### src/rtl/mbus_pkg.sv
package mbus_pkg;
  typedef enum logic [1:0] {
    K_FETCH  = 2'd0,
    K_DREAD  = 2'd1,
    K_DWRITE = 2'd2,
    K_PORTW  = 2'd3
  } xfer_kind_e;
endpackage

### src/rtl/mbus_rst_sync.sv
module mbus_rst_sync (
  input  logic clk,
  input  logic arst_n,
  output logic srst_n
);
  logic meta_q;

  always_ff @(posedge clk or negedge arst_n) begin
    if (!arst_n) begin
      meta_q <= 1'b0;
      srst_n <= 1'b0;
    end else begin
      meta_q <= 1'b1;
      srst_n <= meta_q;
    end
  end
endmodule

### src/rtl/mbus_phase_ctr.sv
module mbus_phase_ctr #(
  parameter int CYC_TICKS = 15,
  parameter int PW        = $clog2(CYC_TICKS)
) (
  input  logic          clk,
  input  logic          rst_n,
  input  logic          run,
  output logic [PW-1:0] phase,
  output logic          last
);
  localparam logic [PW-1:0] LAST_PH = PW'(CYC_TICKS - 1);

  logic [PW-1:0] phase_d;

  assign last = (phase == LAST_PH);

  always_comb begin
    phase_d = phase;
    if (run) phase_d = last ? '0 : phase + 1'b1;
  end

  always_ff @(posedge clk or negedge rst_n) begin
    if (!rst_n) phase <= LAST_PH;
    else        phase <= phase_d;
  end
endmodule

### src/rtl/mbus_strobe_dec.sv
module mbus_strobe_dec
  import mbus_pkg::*;
#(
  parameter int PW         = 4,
  parameter int ALE_TICKS  = 4,
  parameter int PSEN_TICKS = 6,
  parameter int RW_TICKS   = 7
) (
  input  logic [PW-1:0] phase,
  input  logic          ext,
  input  xfer_kind_e    kind,
  output logic          ale,
  output logic          psen_n,
  output logic          rd_n,
  output logic          wr_n,
  output logic          drv_addr,
  output logic          drv_wdata,
  output logic          smp_fetch,
  output logic          smp_read
);
  localparam logic [PW-1:0] ALE_END   = PW'(ALE_TICKS);
  localparam logic [PW-1:0] STB_FIRST = PW'(ALE_TICKS + 2);
  localparam logic [PW-1:0] PS_LAST   = PW'(ALE_TICKS + 1 + PSEN_TICKS);
  localparam logic [PW-1:0] RW_LAST   = PW'(ALE_TICKS + 1 + RW_TICKS);
  localparam logic [PW-1:0] WD_FIRST  = PW'(ALE_TICKS + 1);
  localparam logic [PW-1:0] WD_LAST   = PW'(ALE_TICKS + 2 + RW_TICKS);

  logic in_ps, in_rw, in_wd;

  always_comb begin
    in_ps     = (phase >= STB_FIRST) && (phase <= PS_LAST);
    in_rw     = (phase >= STB_FIRST) && (phase <= RW_LAST);
    in_wd     = (phase >= WD_FIRST)  && (phase <= WD_LAST);
    ale       = (phase < ALE_END);
    drv_addr  = ext && (phase <= ALE_END);
    drv_wdata = ext && (kind == K_DWRITE) && in_wd;
    psen_n    = !(ext && (kind == K_FETCH)  && in_ps);
    rd_n      = !(ext && (kind == K_DREAD)  && in_rw);
    wr_n      = !(ext && (kind == K_DWRITE) && in_rw);
    smp_fetch = ext && (kind == K_FETCH) && (phase == PS_LAST);
    smp_read  = ext && (kind == K_DREAD) && (phase == RW_LAST);
  end
endmodule

### src/rtl/mbus_seq.sv
module mbus_seq
  import mbus_pkg::*;
#(
  parameter int CYC_TICKS  = 15,
  parameter int ALE_TICKS  = 4,
  parameter int PSEN_TICKS = 6,
  parameter int RW_TICKS   = 7,
  parameter int AW         = 12,
  parameter int DW         = 8
) (
  input  logic          clk,
  input  logic          rst_n,
  input  logic          ext_rom,
  input  logic          req_valid,
  input  logic [1:0]    req_kind,
  input  logic [AW-1:0] req_addr,
  input  logic [DW-1:0] req_wdata,
  output logic          req_ready,
  output logic [DW-1:0] rd_data,
  output logic          rd_valid,
  output logic          ale,
  output logic          psen_n,
  output logic          rd_n,
  output logic          wr_n,
  input  logic [DW-1:0] bus_in,
  output logic [DW-1:0] bus_out,
  output logic          bus_oe,
  input  logic [AW-DW-1:0] p2_port,
  output logic [AW-DW-1:0] p2_lo,
  output logic [DW-1:0] bport_q
);
  localparam int PW = $clog2(CYC_TICKS);
  localparam int HW = AW - DW;

  logic          run;
  logic [PW-1:0] phase;
  logic          last;
  logic          accept;

  xfer_kind_e    kind_q, kind_d;
  logic [AW-1:0] addr_q, addr_d;
  logic [DW-1:0] wdat_q, wdat_d;
  logic          ext_q, ext_d;
  logic [DW-1:0] bp_q, bp_d;
  logic          live_q, live_d;
  logic [DW-1:0] rdat_q, rdat_d;
  logic          rval_q, rval_d;

  logic drv_addr, drv_wdata, smp_fetch, smp_read;

  mbus_rst_sync u_rst (
    .clk    (clk),
    .arst_n (rst_n),
    .srst_n (run)
  );

  mbus_phase_ctr #(.CYC_TICKS(CYC_TICKS), .PW(PW)) u_ctr (
    .clk   (clk),
    .rst_n (run),
    .run   (run),
    .phase (phase),
    .last  (last)
  );

  mbus_strobe_dec #(
    .PW(PW), .ALE_TICKS(ALE_TICKS), .PSEN_TICKS(PSEN_TICKS), .RW_TICKS(RW_TICKS)
  ) u_dec (
    .phase     (phase),
    .ext       (ext_q),
    .kind      (kind_q),
    .ale       (ale),
    .psen_n    (psen_n),
    .rd_n      (rd_n),
    .wr_n      (wr_n),
    .drv_addr  (drv_addr),
    .drv_wdata (drv_wdata),
    .smp_fetch (smp_fetch),
    .smp_read  (smp_read)
  );

  assign accept    = run && last;
  assign req_ready = accept;

  always_comb begin
    kind_d = kind_q;
    addr_d = addr_q;
    wdat_d = wdat_q;
    ext_d  = ext_q;
    bp_d   = bp_q;
    live_d = live_q;
    if (accept) begin
      kind_d = xfer_kind_e'(req_kind);
      addr_d = req_addr;
      wdat_d = req_wdata;
      unique case (xfer_kind_e'(req_kind))
        K_FETCH:           ext_d = req_valid && ext_rom;
        K_DREAD, K_DWRITE: ext_d = req_valid;
        default:           ext_d = 1'b0;
      endcase
      if (req_valid && (xfer_kind_e'(req_kind) == K_PORTW)) begin
        bp_d   = req_wdata;
        live_d = 1'b1;
      end
    end
    rval_d = smp_fetch || smp_read;
    rdat_d = rval_d ? bus_in : rdat_q;
  end

  always_ff @(posedge clk or negedge run) begin
    if (!run) begin
      kind_q <= K_FETCH;
      addr_q <= '0;
      wdat_q <= '0;
      ext_q  <= 1'b0;
      bp_q   <= '0;
      live_q <= 1'b0;
      rdat_q <= '0;
      rval_q <= 1'b0;
    end else begin
      kind_q <= kind_d;
      addr_q <= addr_d;
      wdat_q <= wdat_d;
      ext_q  <= ext_d;
      bp_q   <= bp_d;
      live_q <= live_d;
      rdat_q <= rdat_d;
      rval_q <= rval_d;
    end
  end

  always_comb begin
    bus_oe = drv_addr || drv_wdata || (!ext_q && live_q);
    if (drv_addr)       bus_out = addr_q[DW-1:0];
    else if (drv_wdata) bus_out = wdat_q;
    else                bus_out = bp_q;
    p2_lo = (drv_addr && (kind_q == K_FETCH)) ? addr_q[AW-1:DW] : p2_port;
  end

  assign rd_data  = rdat_q;
  assign rd_valid = rval_q;
  assign bport_q  = bp_q;

  if (HW < 1) begin : g_bad_width
    $error("address must be wider than data");
  end
endmodule

### config.mk
export PLATFORM = sky130hd
export DESIGN_NAME = mbus_seq
export DESIGN_NICKNAME = d
export VERILOG_FILES = /design/src/rtl/mbus_pkg.sv /design/src/rtl/mbus_rst_sync.sv /design/src/rtl/mbus_phase_ctr.sv /design/src/rtl/mbus_strobe_dec.sv /design/src/rtl/mbus_seq.sv
export SDC_FILE = /design/constraint.sdc
export NUM_CORES = 1
export LEC_CHECK = 0
export CORE_ASPECT_RATIO = 1.5
export CORE_MARGIN = 5
export CORE_UTILIZATION = 49
export DETAILED_ROUTE_END_ITERATION = 10
export MAX_ROUTING_LAYER = met4
export PLACE_DENSITY = 0.85
export REMOVE_ABC_BUFFERS = 1
export SYNTH_ARGS = -nofsm -noshare
export SYNTH_HDL_FRONTEND = slang
export SYNTH_HIERARCHICAL = 1
export SYNTH_SLANG_ARGS = --single-unit
### constraint.sdc
create_clock -name clk -period 6.9 [get_ports clk]
set_clock_uncertainty 0.15 [all_clocks]
set_input_delay 1.035 -clock clk [delete_from_list [all_inputs] [get_ports clk]]
set_output_delay 1.035 -clock clk [all_outputs]
set_load 0.03 [all_outputs]
**Yosys cells after proc, flatten, opt, wreduce, memory -nomap -nowiden**

Cells that the tools add are included.

- Bits in registers: 47
- Word-level logic and storage cells: 61

- Reduce and logical (&&, ||, !) cells: 29
- Multiplexer cells: 5
- Eq/ne operators: 8
- Magnitude comparators: 7
- Add/subtract/negate cells: 1

Operator list:

| operator | count |
|---|---|
| $logic_and A1 B1 Y1 | 18 |
| $mux W8 | 2 |
| $eq A4 B4 Y1 const B | 3 |
| $le A4 B4 Y1 const B | 3 |
| $ge A4 B3 Y1 const B | 2 |
| $mux W4 | 2 |
| $eq A2 B2 Y1 const B | 3 |
| $add A4 B1 Y4 const B | 1 |
| $eq A2 B1 Y1 const B | 2 |
| $le A4 B3 Y1 const B | 1 |
| $logic_not A1 Y1 | 4 |
| $logic_not A2 Y1 | 2 |
| $lt A4 B3 Y1 const B | 1 |
| $logic_or A1 B1 Y1 | 3 |
| $pmux W1 S2 | 1 |
| $reduce_and A2 Y1 | 1 |
| $reduce_or A2 Y1 | 1 |

**Depth between registers and ports, before layout**

- Depth after elaboration: 5
- Mapped depth: 6
- Mapped depth without buffers: 4

**Hierarchy**

The synthesis kept the hierarchy.

Modules (own cells, without submodules):

| module | area an instance (µm²) | times used | cells each |
|---|---|---|---|
| mbus_seq | 1814.2 | 1 | 129 |
| mbus_phase_ctr | 200.2 | 1 | 18 |
| mbus_strobe_dec | 138.9 | 1 | 19 |
| mbus_rst_sync | 53.8 | 1 | 3 |

**Worst setup path after synthesis**

Ideal clock, no wire load.

- Kind: register to output
- Start: reg u_rst.srst_n
- End: out req_ready
- Stages on the path, launching flop included: 4
- Required time: 5.715 ns
- Data arrival time: 2.138 ns
- Path slack: 3.577 ns
- Cell sequence: dfrtp_1 -> nand2_2 -> clkbuf_8 -> inv_1

- Longest elaborated chain between the ends: 1

RTL lines:

| element | line | source |
|---|---|---|
| start, declared | mbus_rst_sync.sv:4 | `output logic srst_n` |
| start signal, assigned | mbus_rst_sync.sv:14 | `srst_n <= meta_q;` |
| $logic_and A1 B1 Y1 | mbus_seq.sv:81 | `assign accept = run && last;` |
| end, declared | mbus_seq.sv:18 | `output logic req_ready,` |

No other way between the ends.

**Worst setup path after layout**

- Start: reg u_ctr.phase[0]
- End: out p2_lo[2]

- Longest elaborated chain between the ends: 4

RTL lines:

| element | line | source |
|---|---|---|
| start, declared | mbus_phase_ctr.sv:8 | `output logic [PW-1:0] phase,` |
| start signal, assigned | mbus_phase_ctr.sv:24 | `else phase <= phase_d;` |
| $le A4 B3 Y1 | mbus_strobe_dec.sv:35 | `drv_addr = ext && (phase <= ALE_END);` |
| $logic_and A1 B1 Y1 | mbus_strobe_dec.sv:35 |  |
| via drv_addr | mbus_seq.sv:49 | `logic drv_addr, drv_wdata, smp_fetch, smp_read;` |
| $logic_and A1 B1 Y1 | mbus_seq.sv:136 | `p2_lo = (drv_addr && (kind_q == K_FETCH)) ? addr_q[AW-1:DW] : p2_port;` |
| $mux W4 | mbus_seq.sv:136 |  |
| end, declared | mbus_seq.sv:29 | `output logic [AW-DW-1:0] p2_lo,` |

The timed path passes the listed nets, and every way through them passes these cells.

==> impl_metrics.toml <==
[status]
status = "finished clean"

[clock_tree]
cts_tree = "built"
cts_buffer_depth = 2
cts_setup_buffers = 0
ctsHoldBuffers = 0
cts-htree-levels = 2
cts.sinks = 47
cts_inserted_buffers = 5
clkLatencyLatePin_ns = 0.29
root_buffer = "clkbuf_8"
cts-resized-gates = 0
clk_pin_slew_ns = 0.08

[floorplan]
dieHeight_um = 92.2
die_w_um = 64.8
io_pins = 73
start_util_pct = 49.4
rows = 30
coreArea_um2 = 4470
die_area_um2 = 5970

[grt]
grt_pass1_wl_um = 8000
antenna_found_initial = 0
grt_max_degree = 56
grt_util_all_layers_pct = 17.4
grt_pass1_vias = 1751
grt_remaining_overflow = 0

[drt]
drcViolationCount = 0
ant_nets = 0
vias = 1579
wl_um = 4590
dr.first_iter.drc_count = 48
vias_per_cell = 5.39
avgRoutedWirePerCell_um = 15.7
dr.pass1.iters = 4

[yosys]
synth_area_um2 = 2210
syn_inst = 169
synth_cell_types = 39
yosysWarnings = 6
ys_seq_area_share_pct = 53.5
ys_ff_latch = 47
avgSynthCellArea_um2 = 13.1

[critical_path]
cp-startpoint = "u_ctr/phase[0]"
crit_family = "buffers and inverters"
r2r-start = "u_ctr/phase[3]"
cp-end-kind = "output port"
r2r-end = "wdat_q[1]"
worstSetupStartpointType = "flop"
path_buf_inv = 2
crit_arrival_ns = 2.72
cp.required_ns = 5.71
worstPathMaxFanout = 18
ff2ff_path_depth = 4
crit_chain = "o21a_1 > nor3b_2 > buf_4 > nor3b_4 > mux2_2 > clkdlybuf4s50_1"
crit_path_max_incr_delay_ns = 0.60
crit_type = "reg2out"
slowest_stage = "clkdlybuf4s50_1"
reg2reg_slack_ns = 4.72

[timing]
setup_violations = 0
slew-limit-headroom_pct = 57.1
setup_tns_ns = 0
fmax_mhz = 256
period_share_pct = 56.6
hold_viol_final = 0
period_needed_ns = 3.91
tightest_slew_ns = 0.643
rsz0062_at_grt = "false"
slew_violations = 0

[power]
ir_drop_uv = 157
p_per_area_nw_per_um2 = 311
finalPower_uw = 952
p_leak_uw = 0.00131

[finish]
num_antenna_cells = 0
nNetsFinal = 284
fillers = 349
synthToLayoutAreaGrowth_pct = 38.8
final_cells = 293
final_util_pct = 68.6
layout.area.seq_um2 = 1180
drive_above_1_share_pct = 25.3
multi_input_area_um2 = 963

[place]
dp_hpwl_um = 3360
port_buffers = 72
finalWeightedCongestion = 0.739
place_inst = 285

[flow_run]
maxCapViolations = 0

[worst_hold_path]
hold_class = "reg2async"
-- per-stage QoR --
| step | hold WS, ns | area [um^2] | setup slack (ns) |
|---|---|---|---|
| 2_1_floorplan | 0.181 | 2160 | 3.32 |
| 3_3_place_gp | 0.187 | 2960 | 3.34 |
| 3_5_place_dp | 0.191 | 2960 | 3.30 |
| 4_1_cts | 0.222 | 3060 | 2.96 |
| 5_1_grt | 0.228 | 3060 | 2.82 |
| 6_report | 0.219 | 3060 | 2.99 |
-- final cells by class --
cell class | instances | area share, %
flip-flops and latches | 47 | 38.6
multi-input cells | 111 | 31.5
repair buffers | 74 | 24.0
clock buffers | 7 | 3.15
well taps | 48 | 1.96
inverters | 5 | 0.613
clock inverters | 1 | 0.245
-- Yosys cell counts (all sizes together) --
master | number | share of area, %
o21ai | 10 | 2.3
nor2 | 4 | 0.79
dfstp | 3 | 3.6
and2b | 2 | 0.68
o211a | 1 | 0.45
and4bb | 1 | 0.57
nor3b | 3 | 1.5
conb | 1 | 0.17
dfrtp | 44 | 50
nand4 | 2 | 0.85
nand2 | 10 | 1.8
nand3 | 4 | 0.91
a21o | 3 | 1.1
and3b | 2 | 0.79
nor2b | 4 | 1.1
a31oi | 1 | 0.28
nand4b | 1 | 0.40
and3 | 1 | 0.28
o2bb2ai | 1 | 0.40
ha | 2 | 1.1
mux2 | 43 | 22
buf | 3 | 0.79
inv | 5 | 0.85
a32o | 1 | 0.45
and4 | 1 | 0.40
a21oi | 2 | 0.45
o21a | 1 | 0.34
o211ai | 2 | 0.68
clkbuf | 3 | 1.5
mux2i | 8 | 3.6
-- metal layers --
layer  wire length (um)  share of wire [%]  global-route usage [%]
met5                  0                  0                       -
met4                 46                1.0                    6.00
met3                230                5.0                    3.68
met2               2490                 54                    30.5
met1               1820                 40                    19.2
-- state kept, by name (all words and copies together) (netlist names) --
register	cells
addr_q	12
bport_q	8
ext_q	1
kind_q	2
live_q	1
rd_data	8
rd_valid	1
u_ctr/phase	4
u_rst/meta_q	1
u_rst/srst_n	1
wdat_q	8
-- where the power goes --
group	internal (uW)	switching (uW)
sequential	371	80.7
combinational	175	145
clock	91.1	89.1
-- worst reg2reg max path: cells and delay by family, from the launching register on --
family | cells | cell delay (ns)
DFF | 1 | 0.67
muxes | 1 | 0.42
and+or+nand+nor | 3 | 0.84
-- worst max path at each step --
stage	to	slack, ns	cells past startpoint
2_1_floorplan	p2_lo[0]	3.32	4
6_report	p2_lo[2]	2.99	6
5_1_grt	p2_lo[3]	2.82	6
3_5_place_dp	p2_lo[0]	3.30	6
3_3_place_gp	p2_lo[2]	3.34	6
4_1_cts	p2_lo[2]	2.96	6
-- placed cells by master (no fill, tap or decap), types with 2 or more instances in the layout --
| master | Yosys | routed |
|---|---|---|
| a21o_1 | 2 | 2 |
| a21oi_1 | 2 | 2 |
| and2b_1 | 2 | 2 |
| and3b_1 | 2 | 2 |
| buf_4 | 1 | 2 |
| clkbuf_8 | 2 | 7 |
| clkdlybuf4s50_1 | 0 | 72 |
| dfrtp_1 | 44 | 43 |
| dfstp_2 | 3 | 3 |
| ha_1 | 2 | 2 |
| inv_1 | 5 | 5 |
| mux2_2 | 42 | 42 |
| mux2i_1 | 8 | 8 |
| nand2_1 | 9 | 9 |
| nand3_1 | 4 | 4 |
| nor2_1 | 3 | 3 |
| nor2b_1 | 4 | 4 |
| o211ai_1 | 2 | 2 |
| o21ai_0 | 9 | 9 |
-- cells by family after synthesis --
| kind of cell | count (synthesis) | synth area share, % |
|---|---|---|
| AOI/OAI and AO/OA | 22 | 6.41 |
| adders and majority gates | 2 | 1.13 |
| buffers and inverters | 11 | 3.12 |
| DFF | 47 | 53.5 |
| muxes | 51 | 25.6 |
| other | 1 | 0.170 |
| and+or+nand+nor | 35 | 10.1 |
Power figures use the tool's default switching activity.
